`src/rtl/rxb_pkg.sv`:
```
package rxb_pkg;
    localparam int SID_W  = 16;
    localparam int LEN_W  = 16;
    localparam int IP_W   = 32;
    localparam int PORT_W = 16;

    typedef struct packed {
        logic [SID_W-1:0]  sess;
        logic [LEN_W-1:0]  len;
        logic [IP_W-1:0]   ip;
        logic [PORT_W-1:0] port;
        logic              closed;
    } ntf_t;

    typedef enum logic [1:0] {
        RD_IDLE,
        RD_META,
        RD_DATA
    } rd_state_e;

    function automatic logic [LEN_W-1:0] min_len(input logic [LEN_W-1:0] a,
                                                 input logic [LEN_W-1:0] b);
        return (a < b) ? a : b;
    endfunction
endpackage

```
`src/rtl/rxb_store.sv`:
```
module rxb_store #(
    parameter int NUM_SESS   = 4,
    parameter int BUF_BYTES  = 16,
    parameter int BEAT_BYTES = 4,
    localparam int IW = $clog2(NUM_SESS),
    localparam int AW = $clog2(BUF_BYTES),
    localparam int CW = $clog2(BEAT_BYTES + 1)
) (
    input  logic                    clk,
    input  logic                    rst,
    input  logic                    wr_en,
    input  logic [IW-1:0]           wr_idx,
    input  logic [7:0]              wr_byte,
    output logic                    wr_ok,
    input  logic [IW-1:0]           rd_idx,
    output logic [8*BEAT_BYTES-1:0] rd_bytes,
    output logic [AW:0]             rd_fill,
    input  logic                    pop_en,
    input  logic [CW-1:0]           pop_cnt
);
    localparam logic [AW:0] CAP = (AW+1)'(BUF_BYTES);

    logic [7:0] mem [NUM_SESS][BUF_BYTES];
    logic [AW:0] wp [NUM_SESS];
    logic [AW:0] rp [NUM_SESS];
    logic [AW:0] wfill;

    assign wfill   = wp[wr_idx] - rp[wr_idx];
    assign wr_ok   = wr_en && (wfill < CAP);
    assign rd_fill = wp[rd_idx] - rp[rd_idx];

    always_ff @(posedge clk) begin
        if (wr_ok) mem[wr_idx][wp[wr_idx][AW-1:0]] <= wr_byte;
    end

    always_ff @(posedge clk) begin
        if (rst) begin
            for (int i = 0; i < NUM_SESS; i++) begin
                wp[i] <= '0;
                rp[i] <= '0;
            end
        end else begin
            if (wr_ok)  wp[wr_idx] <= wp[wr_idx] + 1'b1;
            if (pop_en) rp[rd_idx] <= rp[rd_idx] + (AW+1)'(pop_cnt);
        end
    end

    for (genvar k = 0; k < BEAT_BYTES; k++) begin : g_lane
        logic [AW-1:0] addr;
        assign addr = rp[rd_idx][AW-1:0] + AW'(k);
        assign rd_bytes[8*k +: 8] = mem[rd_idx][addr];
    end

    for (genvar s = 0; s < NUM_SESS; s++) begin : g_chk
        assert_fill_bound_R3: assert property (@(posedge clk) disable iff (rst)
            (wp[s] - rp[s]) <= CAP);
    end
endmodule

```
`src/rtl/rxb_ntf_fifo.sv`:
```
module rxb_ntf_fifo
    import rxb_pkg::*;
#(
    parameter int DEPTH = 4,
    localparam int PW = $clog2(DEPTH)
) (
    input  logic clk,
    input  logic rst,
    input  logic push,
    input  ntf_t din,
    output logic full,
    output logic valid,
    input  logic ready,
    output ntf_t dout
);
    ntf_t q [DEPTH];
    logic [PW:0] wp, rp;

    assign full  = (wp - rp) == (PW+1)'(DEPTH);
    assign valid = (wp != rp);
    assign dout  = q[rp[PW-1:0]];

    always_ff @(posedge clk) begin
        if (push) q[wp[PW-1:0]] <= din;
    end

    always_ff @(posedge clk) begin
        if (rst) begin
            wp <= '0;
            rp <= '0;
        end else begin
            if (push)          wp <= wp + 1'b1;
            if (valid && ready) rp <= rp + 1'b1;
        end
    end

    assert_ntf_hold_R9: assert property (@(posedge clk) disable iff (rst)
        valid && !ready |=> valid && $stable(dout));
endmodule

```
`src/rtl/rxb_rd_engine.sv`:
```
module rxb_rd_engine
    import rxb_pkg::*;
#(
    parameter int NUM_SESS   = 4,
    parameter int BUF_BYTES  = 16,
    parameter int BEAT_BYTES = 4,
    localparam int IW = $clog2(NUM_SESS),
    localparam int AW = $clog2(BUF_BYTES),
    localparam int CW = $clog2(BEAT_BYTES + 1)
) (
    input  logic                  clk,
    input  logic                  rst,
    input  logic                  rq_valid,
    output logic                  rq_ready,
    input  logic [SID_W-1:0]      rq_sess,
    input  logic [LEN_W-1:0]      rq_len,
    input  logic [AW:0]           fill,
    output logic [IW-1:0]         idx,
    output logic                  meta_valid,
    input  logic                  meta_ready,
    output logic [SID_W-1:0]      meta_sess,
    output logic                  pl_valid,
    input  logic                  pl_ready,
    output logic [BEAT_BYTES-1:0] pl_keep,
    output logic                  pl_last,
    output logic                  pop_en,
    output logic [CW-1:0]         pop_cnt
);
    localparam logic [LEN_W-1:0] BEAT_L = LEN_W'(BEAT_BYTES);

    rd_state_e        state;
    logic [SID_W-1:0] cur;
    logic [LEN_W-1:0] rem;

    assign rq_ready   = (state == RD_IDLE);
    assign idx        = (state == RD_IDLE) ? rq_sess[IW-1:0] : cur[IW-1:0];
    assign meta_valid = (state == RD_META);
    assign meta_sess  = cur;
    assign pl_valid   = (state == RD_DATA);
    assign pl_last    = (rem <= BEAT_L);
    assign pop_cnt    = pl_last ? CW'(rem) : CW'(BEAT_BYTES);
    assign pop_en     = pl_valid && pl_ready;

    for (genvar k = 0; k < BEAT_BYTES; k++) begin : g_keep
        assign pl_keep[k] = LEN_W'(k) < rem;
    end

    always_ff @(posedge clk) begin
        if (rst) begin
            state <= RD_IDLE;
            cur   <= '0;
            rem   <= '0;
        end else begin
            case (state)
                RD_IDLE: if (rq_valid) begin
                    cur   <= rq_sess;
                    rem   <= min_len(rq_len, LEN_W'(fill));
                    state <= RD_META;
                end
                RD_META: if (meta_ready) state <= RD_DATA;
                RD_DATA: if (pl_ready) begin
                    rem <= rem - LEN_W'(pop_cnt);
                    if (pl_last) state <= RD_IDLE;
                end
                default: state <= RD_IDLE;
            endcase
        end
    end

    assert_meta_first_R4: assert property (@(posedge clk) disable iff (rst)
        $rose(pl_valid) |-> $past(meta_valid && meta_ready));
    assert_keep_contig_R6: assert property (@(posedge clk) disable iff (rst)
        pl_valid |-> ((pl_keep & (pl_keep + BEAT_BYTES'(1))) == '0));
    assert_pl_hold_R6: assert property (@(posedge clk) disable iff (rst)
        pl_valid && !pl_ready |=> pl_valid && $stable(pl_keep) && $stable(pl_last));
endmodule

```
`src/rtl/rx_fetch_buffer.sv`:
```
module rx_fetch_buffer
    import rxb_pkg::*;
#(
    parameter int NUM_SESS   = 4,
    parameter int BUF_BYTES  = 16,
    parameter int BEAT_BYTES = 4,
    parameter int NTF_DEPTH  = 4,
    parameter int DROP_W     = 16,
    localparam int IW = $clog2(NUM_SESS),
    localparam int AW = $clog2(BUF_BYTES),
    localparam int CW = $clog2(BEAT_BYTES + 1)
) (
    input  logic                    clk,
    input  logic                    rst,
    input  logic                    seg_valid,
    output logic                    seg_ready,
    input  logic [SID_W-1:0]        seg_sess,
    input  logic [7:0]              seg_byte,
    input  logic                    seg_last,
    input  logic [IP_W-1:0]         seg_ip,
    input  logic [PORT_W-1:0]       seg_port,
    input  logic                    cls_valid,
    output logic                    cls_ready,
    input  logic [SID_W-1:0]        cls_sess,
    output logic                    ntf_valid,
    input  logic                    ntf_ready,
    output logic [SID_W-1:0]        ntf_sess,
    output logic [LEN_W-1:0]        ntf_len,
    output logic [IP_W-1:0]         ntf_ip,
    output logic [PORT_W-1:0]       ntf_port,
    output logic                    ntf_closed,
    input  logic                    rdq_valid,
    output logic                    rdq_ready,
    input  logic [SID_W-1:0]        rdq_sess,
    input  logic [LEN_W-1:0]        rdq_len,
    output logic                    meta_valid,
    input  logic                    meta_ready,
    output logic [SID_W-1:0]        meta_sess,
    output logic                    pl_valid,
    input  logic                    pl_ready,
    output logic [8*BEAT_BYTES-1:0] pl_data,
    output logic [BEAT_BYTES-1:0]   pl_keep,
    output logic                    pl_last,
    output logic [DROP_W-1:0]       drop_count
);
    logic              q_full, wr_en, wr_ok, push_seg, push_cls, pop_en;
    logic [IW-1:0]     rd_idx;
    logic [AW:0]       rd_fill;
    logic [CW-1:0]     pop_cnt;
    logic [LEN_W-1:0]  seg_cnt;
    logic [IP_W-1:0]   ep_ip   [NUM_SESS];
    logic [PORT_W-1:0] ep_port [NUM_SESS];
    ntf_t              q_din, q_dout;

    assign seg_ready = !q_full;
    assign cls_ready = !q_full && !(seg_valid && seg_last);
    assign wr_en     = seg_valid && seg_ready;
    assign push_seg  = wr_en && seg_last;
    assign push_cls  = cls_valid && cls_ready;

    always_comb begin
        if (push_seg) begin
            q_din = '{sess: seg_sess, len: seg_cnt + LEN_W'(wr_ok),
                      ip: seg_ip, port: seg_port, closed: 1'b0};
        end else begin
            q_din = '{sess: cls_sess, len: '0, ip: ep_ip[cls_sess[IW-1:0]],
                      port: ep_port[cls_sess[IW-1:0]], closed: 1'b1};
        end
    end

    always_ff @(posedge clk) begin
        if (rst) begin
            seg_cnt    <= '0;
            drop_count <= '0;
            for (int i = 0; i < NUM_SESS; i++) begin
                ep_ip[i]   <= '0;
                ep_port[i] <= '0;
            end
        end else begin
            if (wr_en) seg_cnt <= seg_last ? '0 : seg_cnt + LEN_W'(wr_ok);
            if (wr_en && !wr_ok) drop_count <= drop_count + 1'b1;
            if (push_seg) begin
                ep_ip[seg_sess[IW-1:0]]   <= seg_ip;
                ep_port[seg_sess[IW-1:0]] <= seg_port;
            end
        end
    end

    rxb_store #(.NUM_SESS(NUM_SESS), .BUF_BYTES(BUF_BYTES), .BEAT_BYTES(BEAT_BYTES)) i_store (
        .clk(clk), .rst(rst), .wr_en(wr_en), .wr_idx(seg_sess[IW-1:0]), .wr_byte(seg_byte),
        .wr_ok(wr_ok), .rd_idx(rd_idx), .rd_bytes(pl_data), .rd_fill(rd_fill),
        .pop_en(pop_en), .pop_cnt(pop_cnt)
    );

    rxb_ntf_fifo #(.DEPTH(NTF_DEPTH)) i_ntf (
        .clk(clk), .rst(rst), .push(push_seg || push_cls), .din(q_din), .full(q_full),
        .valid(ntf_valid), .ready(ntf_ready), .dout(q_dout)
    );

    assign ntf_sess   = q_dout.sess;
    assign ntf_len    = q_dout.len;
    assign ntf_ip     = q_dout.ip;
    assign ntf_port   = q_dout.port;
    assign ntf_closed = q_dout.closed;

    rxb_rd_engine #(.NUM_SESS(NUM_SESS), .BUF_BYTES(BUF_BYTES), .BEAT_BYTES(BEAT_BYTES)) i_rd (
        .clk(clk), .rst(rst), .rq_valid(rdq_valid), .rq_ready(rdq_ready), .rq_sess(rdq_sess),
        .rq_len(rdq_len), .fill(rd_fill), .idx(rd_idx), .meta_valid(meta_valid),
        .meta_ready(meta_ready), .meta_sess(meta_sess), .pl_valid(pl_valid),
        .pl_ready(pl_ready), .pl_keep(pl_keep), .pl_last(pl_last), .pop_en(pop_en),
        .pop_cnt(pop_cnt)
    );

    assert_drop_step_R3: assert property (@(posedge clk) disable iff (rst)
        (drop_count != $past(drop_count)) |-> (drop_count == $past(drop_count) + 1'b1));
    assert_no_overlap_R8: assert property (@(posedge clk) disable iff (rst)
        !(push_seg && push_cls));
endmodule

```
`config.mk`:
```
export PLATFORM = sky130hd
export DESIGN_NAME = rx_fetch_buffer
export DESIGN_NICKNAME = d
export VERILOG_FILES = /design/src/rtl/rxb_pkg.sv /design/src/rtl/rxb_store.sv /design/src/rtl/rxb_ntf_fifo.sv /design/src/rtl/rxb_rd_engine.sv /design/src/rtl/rx_fetch_buffer.sv
export SDC_FILE = /design/constraint.sdc
export NUM_CORES = 1
export LEC_CHECK = 0
export BUFFER_PORTS_ARGS = -buffer_cell sky130_fd_sc_hd__buf_4
export CAP_MARGIN = 40
export CORE_AREA = 8 8 342 344
export CTS_CLUSTER_DIAMETER = 120
export DETAILED_ROUTE_END_ITERATION = 16
export DIE_AREA = 0 0 350 352
export PLACE_DENSITY = 0.63
export SLEW_MARGIN = 20
export SYNTH_ARGS = -nofsm -noshare
export SYNTH_HDL_FRONTEND = slang
export SYNTH_SLANG_ARGS = --single-unit
```
`constraint.sdc`:
```
create_clock -name clk -period 9.8 [get_ports clk]
set_input_delay 0.49 -clock clk [delete_from_list [all_inputs] [get_ports clk]]
set_output_delay 0.49 -clock clk [all_outputs]
set_load 0.01 [all_outputs]
```
==> impl_results.md <==
- Hold Crit Class: input port to register
- RePlAce Congestion: a little over 0.9
- Synth warnings: 0
- Post-synth top area share: 64.50%
- P&R area growth vs syn: 16.27%
- CTS clock-pin slew for the worst setup and hold paths: approximately 50 ps
- DRC: 0
- CP Launch Point: i_rd.state[1]
- Slew @ Worst Pin: 921.4 ps
- Max VDD drop: 0.0001756 V
- PortBufs: roughly 280
- Clock buffer depth: 3
- CTS resizes: 0
- Total grt overflow: 0
- CP peak stage delay: 760 ps
- Core Footprint: 111600 sq um
- Clk_lat worst skew: around 740 ps
- Wire length per cell: 25.71 um
- Vias in the first global route: 30.07k
- Vias: 30.48k
- Root Driver: clkbuf_16
- R2R depth: 17
- CP endpoint: pl_data[28]
- Max_cap viols: 0
- CTS buffer count: 115
- Crit Path Max Fanout: 94
- RSZ-0062 raised after global routing: false
- Syn_area_per_cell: 14.90 sq um
- Reg-to-reg endpoint: i_rd.rem[1]
- Mapped Cells: 3337
- Die Ht: 352 um
- Data arrival, critical path: 5650 ps
- CP Capture Type: output port
- Critical path startpoint category: register
- Setup_tns: 0 ps
- Crit path top cell by count: buf_4
- Hold Crit Start: rdq_sess[0]
- H-tree levels: 3
- Post-synth EDFFs: 1068
- # IOs: 285
- Ranking of synthesized cells by area: edfxtp_1 (64%), mux4_2 (13%), nand3_1 (3.5%)
- Asr flop ratio synth: 0%
- Placed insts: 4957
- Die W: 350 um
- Slew headroom: 38.58%
- DRT Pass-1 Iters: 5
- Tot GR Track Use: 21.15%
- Dpl cell area: 53630 sq um
- Largest net degree at the start of global routing: 100
- Maximum clock frequency: 0.1630 GHz
- Mapped Area: 49720 sq um
- Power Density: 234.8 nW/um^2
- Synth Register Bits: 1142
- Endpoints failing setup: 0
- First-pass GRT wire length: 198.2 mm
- Tmin final: about 6000 ps
- Slew Limit Fails: 0
- TritonCTS clock tree: built
- Worst Path Class, Setup: register to output port
- Layout Cells excl Fill: roughly 5.2k
- Critical R2R Launch: i_rd.state[1]
- Status: completed
- Die footprint: 123200 sq um
- Layout cell share with drive strength beyond 1: between 20% and 30%
- Synth unique cells: 68
- CTS sink count: 1142
- Post-route ant nets: 0
- Lkg Pwr: 0.01992 uW
- Drt total wl: 133.8 mm
- Slowest cell on crit path: a21oi_1
- Clk_skew: 58.22 ps
- Final Hold Fails: 0
- Cells along the critical path: nor2_4, mux2i_4, buf_12, mux4_2, buf_4, inv_2, ha_1, inv_1, a211oi_1, or4_1, a21oi_1, o211ai_1, nand4_1, buf_4
- Syn nets: 3501
- Iter 0 DRT Violations: 3086
- Initial Utilization: 44.56%
- Final HPWL DP: about 87 mm
- Req. time, crit path: 9310 ps
- Ys flop type: edfxtp_1
- Total power: 13570 uW
- Post-layout util: 51.82%
- Antenna violations before repair: 7
- Nets: 3770
- Sequential share of the synthesized area: about 67%
- Post-synth top area cell: edfxtp_1
- Rows: roughly 120
- Vias/cell: a little under 6
- Final Cycle Share: 62.62%
- Post-route cell area: 57810 sq um
- Synth cell count leaders: edfxtp_1 (1068), nand3_1 (349), nand2_1 (306), nor2_1 (306), mux4_2 (278)
- Top-count cell post-synth: edfxtp_1
- Fill count: 9158
- R2R Setup Slk: 4750 ps
cells by family after synthesis:
family	after synthesis	share of synthesized area [%]
fa+ha+maj	35	0.9109
flops	1142	67.48
compound gates	313	3.797
other cells	1	0.007542
buf+inv	296	2.353
xor+xnor	48	0.8455
simple gates	1179	11.00
mux	323	13.61
layout make-up:
cell class	instances	area (sq um)	share of cell area (%)
clock inverters	76	844.6	1.461
multi-input cells	1899	15120	26.15
well taps	1500	1877	3.246
flip-flops and latches	1142	33560	58.05
clock buffers	138	2995	5.181
inverters	71	267.8	0.4631
diodes	2	5.005	0.008657
repair buffers	377	3149	5.447
layout by cell type, fill, tap and decap left out, drive strengths merged, types with 16 or more instances in the layout:
cell	instances
a21oi	59
and3	41
buf	362
clkbuf	138
clkinv	58
dfxtp	74
edfxtp	1068
ha	33
inv	72
mux2	41
mux4	278
nand2	306
nand3	350
nand4	69
nor2	308
nor3	18
o211ai	64
o21ai	142
xnor2	32
xor2	16
critical path: cells and delay by family, from the launching register on:
family                     cells  cell delay [ps]
DFF                            1              390
AOI/OAI and AO/OA              3             1060
buffers and inverters          5             1480
adders and majority gates      1              200
muxes                          2              640
and+or+nand+nor                3             1060
how the worst min path moves through the flow:
stage / endpoint / slack [ps] / cells after the start
2_1_floorplan: i_rd.rem[10] / 420 / 1
3_3_place_gp: i_rd.rem[10] / 440 / 1
3_5_place_dp: i_rd.rem[10] / 450 / 1
4_1_cts: i_rd.meta_sess[1] / 8 / 3
5_1_grt: i_rd.meta_sess[1] / 30 / 3
6_report: i_rd.meta_sess[0] / 60 / 3
per-stage QoR:
| stage | hold WS [ps] | worst slack, ps |
|---|---|---|
| after floorplan | 418.0 | 3929 |
| after global placement | 436.7 | 4350 |
| after detailed placement | 445.2 | 4396 |
| after CTS | 7.596 | 3617 |
| after global routing | 25.77 | 3382 |
| final | 55.74 | 3663 |
registers in the layout, indices dropped and copies added, names as in the netlist, named ones only:
register and count:
drop_count 16, ep_ip 128, ep_port 64, i_ntf.q 324
i_ntf.rp 3, i_ntf.wp 3, i_rd.meta_sess 16, i_rd.rem 16
i_rd.state 2, i_store.mem 512, i_store.rp 20, i_store.wp 20
seg_cnt 16
power by group:
group | switching, uW | total, uW | internal (uW)
logic | 1940 | 3250 | 1310
clock network | 1890 | 4420 | 2530
registers | 118 | 5900 | 5780
repair_timing:
item | CTS | global route
buffers inserted | 0 | 0
hold buffers | 15 | 0
endpoints found under the hold margin | 16 | 0
layer usage:
layer	track usage [%]	vias to the layer above	share of wire [%]
met5	0	-	0.030
li1	-	13480	-
met4	7.271	6	3.3
met1	29.35	15610	42
met2	33.92	1171	48
met3	3.482	217	7.2
Power figures use the tool's default switching activity.
